$ cat src/rtl/hbs_pkg.sv
package hbs_pkg;

   typedef enum logic [1:0] {
      SEQ_IDLE   = 2'd0,
      SEQ_FIRST  = 2'd1,
      SEQ_SECOND = 2'd2
   } seq_state_t;

   typedef struct packed {
      logic write;
      logic hold_addr;
      logic bswap;
      logic wswap;
      logic split;
      logic wide;
   } acc_mode_t;

endpackage

$ cat src/rtl/hbs_lane_swap.sv
// Byte-lane permutation: output lane i takes input lane i ^ {wswap, bswap}.
module hbs_lane_swap #(
   parameter int BYTE_W = 8,
   parameter int LANES  = 4
) (
   input  logic [LANES*BYTE_W-1:0] d_in,
   input  logic [LANES-1:0]        be_in,
   input  logic                    bswap,
   input  logic                    wswap,
   output logic [LANES*BYTE_W-1:0] d_out,
   output logic [LANES-1:0]        be_out
);
   if (LANES != 4) begin : g_bad_lanes
      $error("hbs_lane_swap needs exactly four byte lanes");
   end

   for (genvar i = 0; i < LANES; i++) begin : g_lane
      logic [1:0] src;
      assign src = 2'(i) ^ {wswap, bswap};
      assign d_out[i*BYTE_W +: BYTE_W] = d_in[src*BYTE_W +: BYTE_W];
      assign be_out[i] = be_in[src];
   end
endmodule

$ cat src/rtl/hbs_seq.sv
// Sequence controller: one or two transfers per accepted request.
module hbs_seq
   import hbs_pkg::*;
(
   input  logic clk,
   input  logic rst_n,
   input  logic start,
   input  logic split,
   input  logic ack_ev,
   input  logic abort,
   output logic busy,
   output logic in_second,
   output logic latch_lo,
   output logic finish
);
   seq_state_t state_q;

   always_ff @(posedge clk or negedge rst_n) begin
      if (!rst_n) begin
         state_q <= SEQ_IDLE;
      end else begin
         unique case (state_q)
            SEQ_IDLE:   if (start) state_q <= SEQ_FIRST;
            SEQ_FIRST: begin
               if (abort)       state_q <= SEQ_IDLE;
               else if (ack_ev) state_q <= split ? SEQ_SECOND : SEQ_IDLE;
            end
            SEQ_SECOND: if (abort || ack_ev) state_q <= SEQ_IDLE;
            default:    state_q <= SEQ_IDLE;
         endcase
      end
   end

   assign busy      = (state_q != SEQ_IDLE);
   assign in_second = (state_q == SEQ_SECOND);
   assign latch_lo  = (state_q == SEQ_FIRST) && ack_ev && !abort && split;
   assign finish    = busy && (abort || (ack_ev && (in_second || !split)));
endmodule

$ cat src/rtl/hbs_rd_asm.sv
// Read assembly: holds the first half-word of a split and reorders the result.
module hbs_rd_asm #(
   parameter int BYTE_W = 8
) (
   input  logic                  clk,
   input  logic                  rst_n,
   input  logic                  latch_lo,
   input  logic                  finish,
   input  logic                  abort,
   input  logic                  is_write,
   input  logic                  split,
   input  logic                  bswap,
   input  logic                  wswap,
   input  logic [4*BYTE_W-1:0]   per_rdata,
   output logic [4*BYTE_W-1:0]   rdata
);
   localparam int HALF_W = 2 * BYTE_W;
   localparam int WORD_W = 4 * BYTE_W;

   logic [HALF_W-1:0] lo_q;
   logic [WORD_W-1:0] raw;
   logic [WORD_W-1:0] ordered;
   logic [3:0]        be_unused;
   logic [WORD_W-1:0] rdata_q;

   assign raw = split ? {per_rdata[HALF_W-1:0], lo_q} : per_rdata;

   hbs_lane_swap #(.BYTE_W(BYTE_W), .LANES(4)) u_rd_swap (
      .d_in   (raw),
      .be_in  (4'hF),
      .bswap  (bswap),
      .wswap  (wswap),
      .d_out  (ordered),
      .be_out (be_unused)
   );

   always_ff @(posedge clk or negedge rst_n) begin
      if (!rst_n) begin
         lo_q    <= '0;
         rdata_q <= '0;
      end else begin
         if (latch_lo) lo_q <= per_rdata[HALF_W-1:0];
         if (finish && !is_write) rdata_q <= abort ? '1 : ordered;
      end
   end

   assign rdata = rdata_q;
endmodule

$ cat src/rtl/hbus_splitter.sv
module hbus_splitter
   import hbs_pkg::*;
#(
   parameter int ADDR_W   = 24,
   parameter int BYTE_W   = 8,
   parameter int INC_STEP = 2
) (
   input  logic                clk,
   input  logic                rst_n,
   input  logic                req_valid,
   input  logic [ADDR_W-1:0]   req_addr,
   input  logic [3:0]          req_be,
   input  logic [4*BYTE_W-1:0] req_wdata,
   input  logic                req_write,
   input  logic                req_static,
   input  logic                req_bswap,
   input  logic                req_wswap,
   input  logic                req_slot32,
   output logic                busy,
   output logic                done,
   output logic [4*BYTE_W-1:0] rdata,
   input  logic                abort,
   output logic                per_strb,
   output logic                per_write,
   output logic                per_wide,
   output logic [ADDR_W-1:0]   per_addr,
   output logic [3:0]          per_be,
   output logic [4*BYTE_W-1:0] per_wdata,
   input  logic                per_ack,
   input  logic [4*BYTE_W-1:0] per_rdata
);
   localparam int HALF_W = 2 * BYTE_W;
   localparam int WORD_W = 4 * BYTE_W;

   if (ADDR_W < 2) begin : g_bad_addr
      $error("hbus_splitter: ADDR_W must be at least 2");
   end
   if (BYTE_W < 1) begin : g_bad_byte
      $error("hbus_splitter: BYTE_W must be positive");
   end
   if (INC_STEP < 1 || INC_STEP >= (1 << ADDR_W)) begin : g_bad_step
      $error("hbus_splitter: INC_STEP out of range");
   end

   logic        accept;
   logic        is_long;
   logic        seq_busy;
   logic        in_second;
   logic        latch_lo;
   logic        finish;
   logic        ack_ev;

   logic [WORD_W-1:0] wd_sw;
   logic [3:0]        be_sw;

   acc_mode_t         mode_q;
   logic [ADDR_W-1:0] addr_q;
   logic [WORD_W-1:0] wd_q;
   logic [3:0]        be_q;
   logic              done_q;

   assign is_long = &req_be;
   assign accept  = req_valid && !seq_busy;
   assign ack_ev  = seq_busy && per_ack;

   hbs_lane_swap #(.BYTE_W(BYTE_W), .LANES(4)) u_wr_swap (
      .d_in   (req_wdata),
      .be_in  (req_be),
      .bswap  (req_bswap),
      .wswap  (req_wswap && is_long),
      .d_out  (wd_sw),
      .be_out (be_sw)
   );

   always_ff @(posedge clk or negedge rst_n) begin
      if (!rst_n) begin
         mode_q <= '0;
         addr_q <= '0;
         wd_q   <= '0;
         be_q   <= '0;
      end else if (accept) begin
         mode_q.write     <= req_write;
         mode_q.hold_addr <= req_static;
         mode_q.bswap     <= req_bswap;
         mode_q.wswap     <= req_wswap && is_long;
         mode_q.split     <= is_long && !req_slot32;
         mode_q.wide      <= is_long && req_slot32;
         addr_q           <= req_addr;
         wd_q             <= wd_sw;
         be_q             <= be_sw;
      end
   end

   hbs_seq u_seq (
      .clk       (clk),
      .rst_n     (rst_n),
      .start     (accept),
      .split     (mode_q.split),
      .ack_ev    (ack_ev),
      .abort     (abort),
      .busy      (seq_busy),
      .in_second (in_second),
      .latch_lo  (latch_lo),
      .finish    (finish)
   );

   hbs_rd_asm #(.BYTE_W(BYTE_W)) u_rd (
      .clk       (clk),
      .rst_n     (rst_n),
      .latch_lo  (latch_lo),
      .finish    (finish),
      .abort     (abort),
      .is_write  (mode_q.write),
      .split     (mode_q.split),
      .bswap     (mode_q.bswap),
      .wswap     (mode_q.wswap),
      .per_rdata (per_rdata),
      .rdata     (rdata)
   );

   always_ff @(posedge clk or negedge rst_n) begin
      if (!rst_n) done_q <= 1'b0;
      else        done_q <= finish;
   end

   logic [ADDR_W-1:0] second_addr;
   assign second_addr = mode_q.hold_addr ? addr_q : addr_q + ADDR_W'(INC_STEP);

   always_comb begin
      per_addr  = in_second ? second_addr : addr_q;
      per_be    = mode_q.split ? 4'b0011 : be_q;
      per_wdata = wd_q;
      if (mode_q.split) begin
         per_wdata = {{HALF_W{1'b0}},
                      (in_second ? wd_q[WORD_W-1:HALF_W] : wd_q[HALF_W-1:0])};
      end
   end

   assign busy      = seq_busy;
   assign done      = done_q;
   assign per_strb  = seq_busy;
   assign per_write = seq_busy && mode_q.write;
   assign per_wide  = seq_busy && mode_q.wide;
endmodule

$ cat config.mk
export PLATFORM = sky130hd
export DESIGN_NAME = hbus_splitter
export DESIGN_NICKNAME = d
export VERILOG_FILES = /design/src/rtl/hbs_pkg.sv /design/src/rtl/hbs_lane_swap.sv /design/src/rtl/hbs_seq.sv /design/src/rtl/hbs_rd_asm.sv /design/src/rtl/hbus_splitter.sv
export SDC_FILE = /design/constraint.sdc
export NUM_CORES = 1
export LEC_CHECK = 0
export ABC_AREA = 0
export BUFFER_PORTS_ARGS = -buffer_cell sky130_fd_sc_hd__buf_2
export CORE_ASPECT_RATIO = 1.5
export CORE_MARGIN = 2
export CORE_UTILIZATION = 40
export DETAILED_ROUTE_END_ITERATION = 8
export PLACE_DENSITY = 0.67
export SLEW_MARGIN = 20
export SYNTH_ARGS = -nofsm -noshare
export SYNTH_HDL_FRONTEND = slang
export SYNTH_HIERARCHICAL = 1
export SYNTH_SLANG_ARGS = --single-unit
$ cat constraint.sdc
create_clock -name clk -period 3.95 [get_ports clk]
set_input_delay 0.5925 -clock clk [delete_from_list [all_inputs] [get_ports clk]]
set_output_delay 0.5925 -clock clk [all_outputs]
set_load 0.01 [all_outputs]
* Yosys cells after proc, flatten, opt, wreduce, memory -nomap -nowiden
Cells that the tools add are included.
Widths: inputs -> output; s select.
** Storage, ports and cells
- Flip-flop bits (word level) :: 117
- Output and inout bits :: 97
- Logic and storage cells :: 83
** Cells by class
- $add $sub $neg :: 1
- $lt $le $gt $ge :: 4
- Equality and inequality tests :: 5
- Shift operators :: 8
- Multiplexer cells :: 21
- Bitwise operators :: 6
- Reductions and logical operators :: 25
** Operators with widths (number)
- $shiftx 32x6->8 :: 8
- $mux 32 :: 3
- $mux 24 :: 2
- $add 24x2->24 const B :: 1
- $mux 16 :: 1
- $logic_and 1x1->1 :: 13
- $lt 2x3->1 const B :: 4
- $mux 2 :: 5
- $bmux 1 s2 :: 4
- $pmux 2 s3 :: 1
- $logic_not 1->1 :: 5
- $mux 1 :: 4
- $mux 4 :: 1
- $not 1->1 :: 4
- $not 2->2 :: 2
- $reduce_and 4->1 :: 1
- $logic_or 1x1->1 :: 3
- $ne 3x2->1 const B :: 1
- $reduce_and 3->1 :: 1
- $eq 2x1->1 const B :: 1
- $eq 2x2->1 const B :: 1
- $logic_not 2->1 :: 1
- $ne 2x1->1 const B :: 1
- $ne 2x2->1 const B :: 1
- $reduce_bool 2->1 :: 1

* Depth between registers and ports, before layout
- Depth after elaboration :: 6
- Depth in mapped cells :: 8

* By module
Netlist, hierarchy kept.
** Modules (own cells, without submodules)
- hbus_splitter :: instances 1, cells an instance 387, area an instance 3334.4 um^2, sequential area each 1676.6 um^2
- hbs_rd_asm :: instances 1, cells an instance 207, area an instance 2623.8 um^2, sequential area each 1201.2 um^2
- hbs_lane_swap :: instances 2, cells an instance 44, area an instance 929.6 um^2, sequential area each 0.0 um^2
- hbs_seq :: instances 1, cells an instance 13, area an instance 130.1 um^2, sequential area each 50.0 um^2

* Least setup slack after synthesis
OpenSTA, ideal clock, no wires.
- Kind :: register to output
- From :: register u_seq.state_q[0]
- To :: output port per_addr[23]
- Data arrival time :: 1.498 ns
- Setup slack :: 1.860 ns
- Stages on the path, launching flop included :: 6
- Path through :: dfrtp_1 > and2b_2 > nand4b_4 > nor3_4 > nand4_1 > xnor2_1
** Between the ends
- Longest elaborated chain between the ends :: 2
** RTL lines
- from (decl) :: line hbs_seq.sv:16 : seq_state_t state_q;
- from (signal assigned) :: line hbs_seq.sv:26 : else if (ack_ev) state_q <= split ? SEQ_SECOND : SEQ_IDLE;
- $eq 2x2->1 :: line hbs_seq.sv:35 : assign in_second = (state_q == SEQ_SECOND);
- via in_second :: line hbus_splitter.sv:48 : logic in_second;
- $mux 24 :: line hbus_splitter.sv:130 : per_addr = in_second ? second_addr : addr_q;
- to (decl) :: line hbus_splitter.sv:26 : output logic [ADDR_W-1:0] per_addr,
The timed path passes the listed nets, and every way through them passes these cells.

* Final worst setup path
- From :: register mode_q[1] (netlist name)
- To :: output port per_wdata[3]
** Between the ends
- Longest elaborated chain between the ends :: 1
** RTL lines
- $mux 32 :: line hbus_splitter.sv:133 : if (mode_q.split) begin
- to (decl) :: line hbus_splitter.sv:28 : output logic [4*BYTE_W-1:0] per_wdata,
No other way between the ends.

==> results.md <==
Routing:
- Dividing the detail-routed wire length by the instance count gives 16.4 um.
- The number of iterations in the first detailed-routing pass is 4.
- The via-per-instance ratio is a little over 5.
- The total routed wirelength is 18,600 um.
- The via count is approximately 5.7k.
- In this run the remaining antenna-violating nets after routing total 0.
- The violation count after the first detailed-routing iteration is 301.
- For this run, design rule violations remaining after detail routing come to 0.

Critical path:
- The slowest stage of the critical path belongs to the cell dfrtp_2.
- The number of cells on the worst reg-to-reg path is 5.
- The required time of the critical path is around 3400 ps.
- The data arrival time of the critical path is approximately 2300 ps.
- The nature of the critical path endpoint is an output port.
- The largest single stage delay on the critical path is 650 ps.
- Traced cell by cell, the critical path runs through nand2_1, mux2_2, buf_2.
- The kind of start point of the critical path is a flip-flop.
- The capture point of the worst reg-to-reg path is u_rd/rdata[7].
- The worst setup slack for register-to-register paths is 1390 ps.
- The worst setup path category is flip-flop to output port.
- The startpoint of the worst-slack reg-to-reg timing path is mode_q[1].
- The peak fanout along the critical path is 24.

Outcome:
- The flow ran to the end, and the final reports show no timing, DRC or antenna violations.

Cells and area:
- The filler cells instantiated in the layout total about 1.8k.
- The finished layout holds approximately 1.1k standard cells, fillers aside.
- The final net count is just under 1k.
- In the layout the commonest cells are nand2_1, buf_2, dfrtp_1, mux4_2, mux2_4.
- From synthesis to final layout, the design area changed by 19.3%.
- The most frequent standard cell in the layout excluding fill and tap cells is nand2_1.
- The share of final-layout standard cells stronger than drive strength 1 is 0.430.

Clock network:
- The root buffer cell chosen for the clock tree is clkbuf_16.
- The clock transition time at the flip-flop clock pins of the worst setup and hold paths is ~50 ps.
- The number of sinks handled by clock tree synthesis is between 100 and 150.
- TritonCTS created 17 clock buffers.
- The number of buffers inserted by hold repair at cts is 0.
- The total of cells resized after clock tree synthesis is 0.
- CTS built an H-tree with a depth of 4.
- The maximum count of clock buffers along a single path is 2.
- The insertion delay of the later-clocked pin in the worst-skew pair is 410 ps.
- The number of buffers inserted to repair setup after CTS is 0.
- The TritonCTS clock tree is done.

Yosys:
- The gate count of the mapped netlist is 690.
- The combined area of all synthesized cells is approximately 7800 um^2.
- The average instance in the mapped netlist occupies 11.4 um^2.
- The number of nets in the synthesized netlist is 793.
- The count of warnings emitted by yosys is 6.

Timing:
- Clock skew on the completed layout was measured at around 12 ps.
- The worst max-slew margin expressed relative to the limit is 0.393.
- The clock period minus worst slack is 2900 ps.
- The number of hold violations in the final report is 0.
- The total count of max-transition violations in the final report came to 0.
- At the pin with the least slew margin, the transition time is 910 ps.
- The timing-limited maximum frequency is ~340 MHz.
- The final-report setup violation count is 0.
- The final period utilization is 0.735.
- The total negative setup slack is 0 ps.
- Setup repair after global routing left no endpoint under its margin.

Floorplan:
- The overall die width is approximately 120 um.
- The overall die area is between 20,000 and 25,000 um^2.
- The number of ports placed on the die boundary is 199.
- For this configuration, the core starts out at a cell density of 0.409.
- The site row count is between 60 and 70.
- The vertical extent of the die is 176 um.
- The core box area is 19,200 um^2.

Power:
- The net switching power figure is 2.06 mW.
- The power per standard cell area is roughly 610 nW/um^2.
- The sequential fraction of design power is 0.364.
- The share of total power dissipated in the clock network is 0.252.
- The share of total power in combinational logic is 0.385.
- The switching portion of total power is 0.363.
- IR analysis of the VDD net gives a maximum drop of approximately 0.43 mV.
- Internal power comes to ~3.6 mW.
- The static leakage is 4.56 nW.

GRT:
- The initial antenna violation count is 1.
- The global-route usage over all layers is 0.184.
- The via count of the first global-routing pass is between 5k and 6k.
- The first global-routing pass estimated between 20,000 and 30,000 um of wire.
- After global routing the overflow that remains totals 0.
- The largest net degree at the start of global routing is between 60 and 70.

Place:
- The number of placed instances with taps included is 1,103.
- The placed wire-length estimate after detailed placement is 13,600 um.
- The final weighted congestion in routability-driven placement is 0.806.
- The count of buffers from port buffering is slightly below 200.

Job:
- Max-cap violations in this run came to 0.

Worst hold path:
- The worst hold path belongs to the class input port to async pin.
==> area by class of cell <==
class                   instances  area [um^2]  area share
diodes                          1         2.50    0.000267
clock buffers                  22          474      0.0506
clock inverters                 8         76.3     0.00815
inverters                      34          128      0.0136
multi-input cells             490         4350       0.465
flip-flops and latches        117         2930       0.313
well taps                     256          320      0.0342
repair buffers                206         1080       0.115
==> flip-flops by register name (all words and copies together), names as in the netlist <==
register and count:
wd_q 32, done 1, addr_q 24, be_q 4
u_rd/lo_q 16, u_seq/state_q 2, u_rd/rdata 32, mode_q 6
==> worst max-delay path, delay by kind of cell, from the launching register on <==
kind	cells	cell delay [ps]
flip-flops	1	650
AND/OR/NAND/NOR	1	600
multiplexers	1	490
buffers and inverters	1	150
==> power by group through the flow <==
stage | clock network, mW | logic (mW) | registers [mW]
3_3_place_gp | 0 | 2.18 | 2.07
5_1_grt | 1.53 | 2.41 | 2.15
6_report | 1.43 | 2.19 | 2.07
4_1_cts | 1.47 | 2.22 | 2.08
2_1_floorplan | 0 | 1.58 | 1.98
3_5_place_dp | 0 | 2.21 | 2.09
==> per-layer routing <==
metal  vias up  global-route usage  share of wire
li1       2734                   -              -
met5         -                   0              0
met2       171               0.323           0.53
met4         0              0.0537          0.012
met1      2787               0.225           0.40
met3        16              0.0422          0.049
==> worst max path at each step <==
stage                      from            end  cells after the start
4_1_cts               mode_q[1]   per_wdata[3]                      3
5_1_grt               mode_q[1]   per_wdata[3]                      3
6_report              mode_q[1]   per_wdata[3]                      3
2_1_floorplan  u_seq/state_q[0]   per_addr[23]                      5
3_3_place_gp              abort  u_rd/rdata[1]                      4
3_5_place_dp          mode_q[1]  u_rd/rdata[4]                      5
==> metrics by stage <==
stage                     worst slack (ps)   util  power (mW)  area, um^2  hold slack [ps]
final                                 1050  0.489        5.69        9360              227
after global routing                   879  0.489        6.09        9360              271
after CTS                              966  0.488        5.77        9360              261
after detailed placement              1360  0.460        4.30        8810              459
after global placement                1300  0.459        4.25        8790              449
after floorplan                       1860      -        3.57        7850              297
Note: power is estimated with default switching activity, not from simulation.
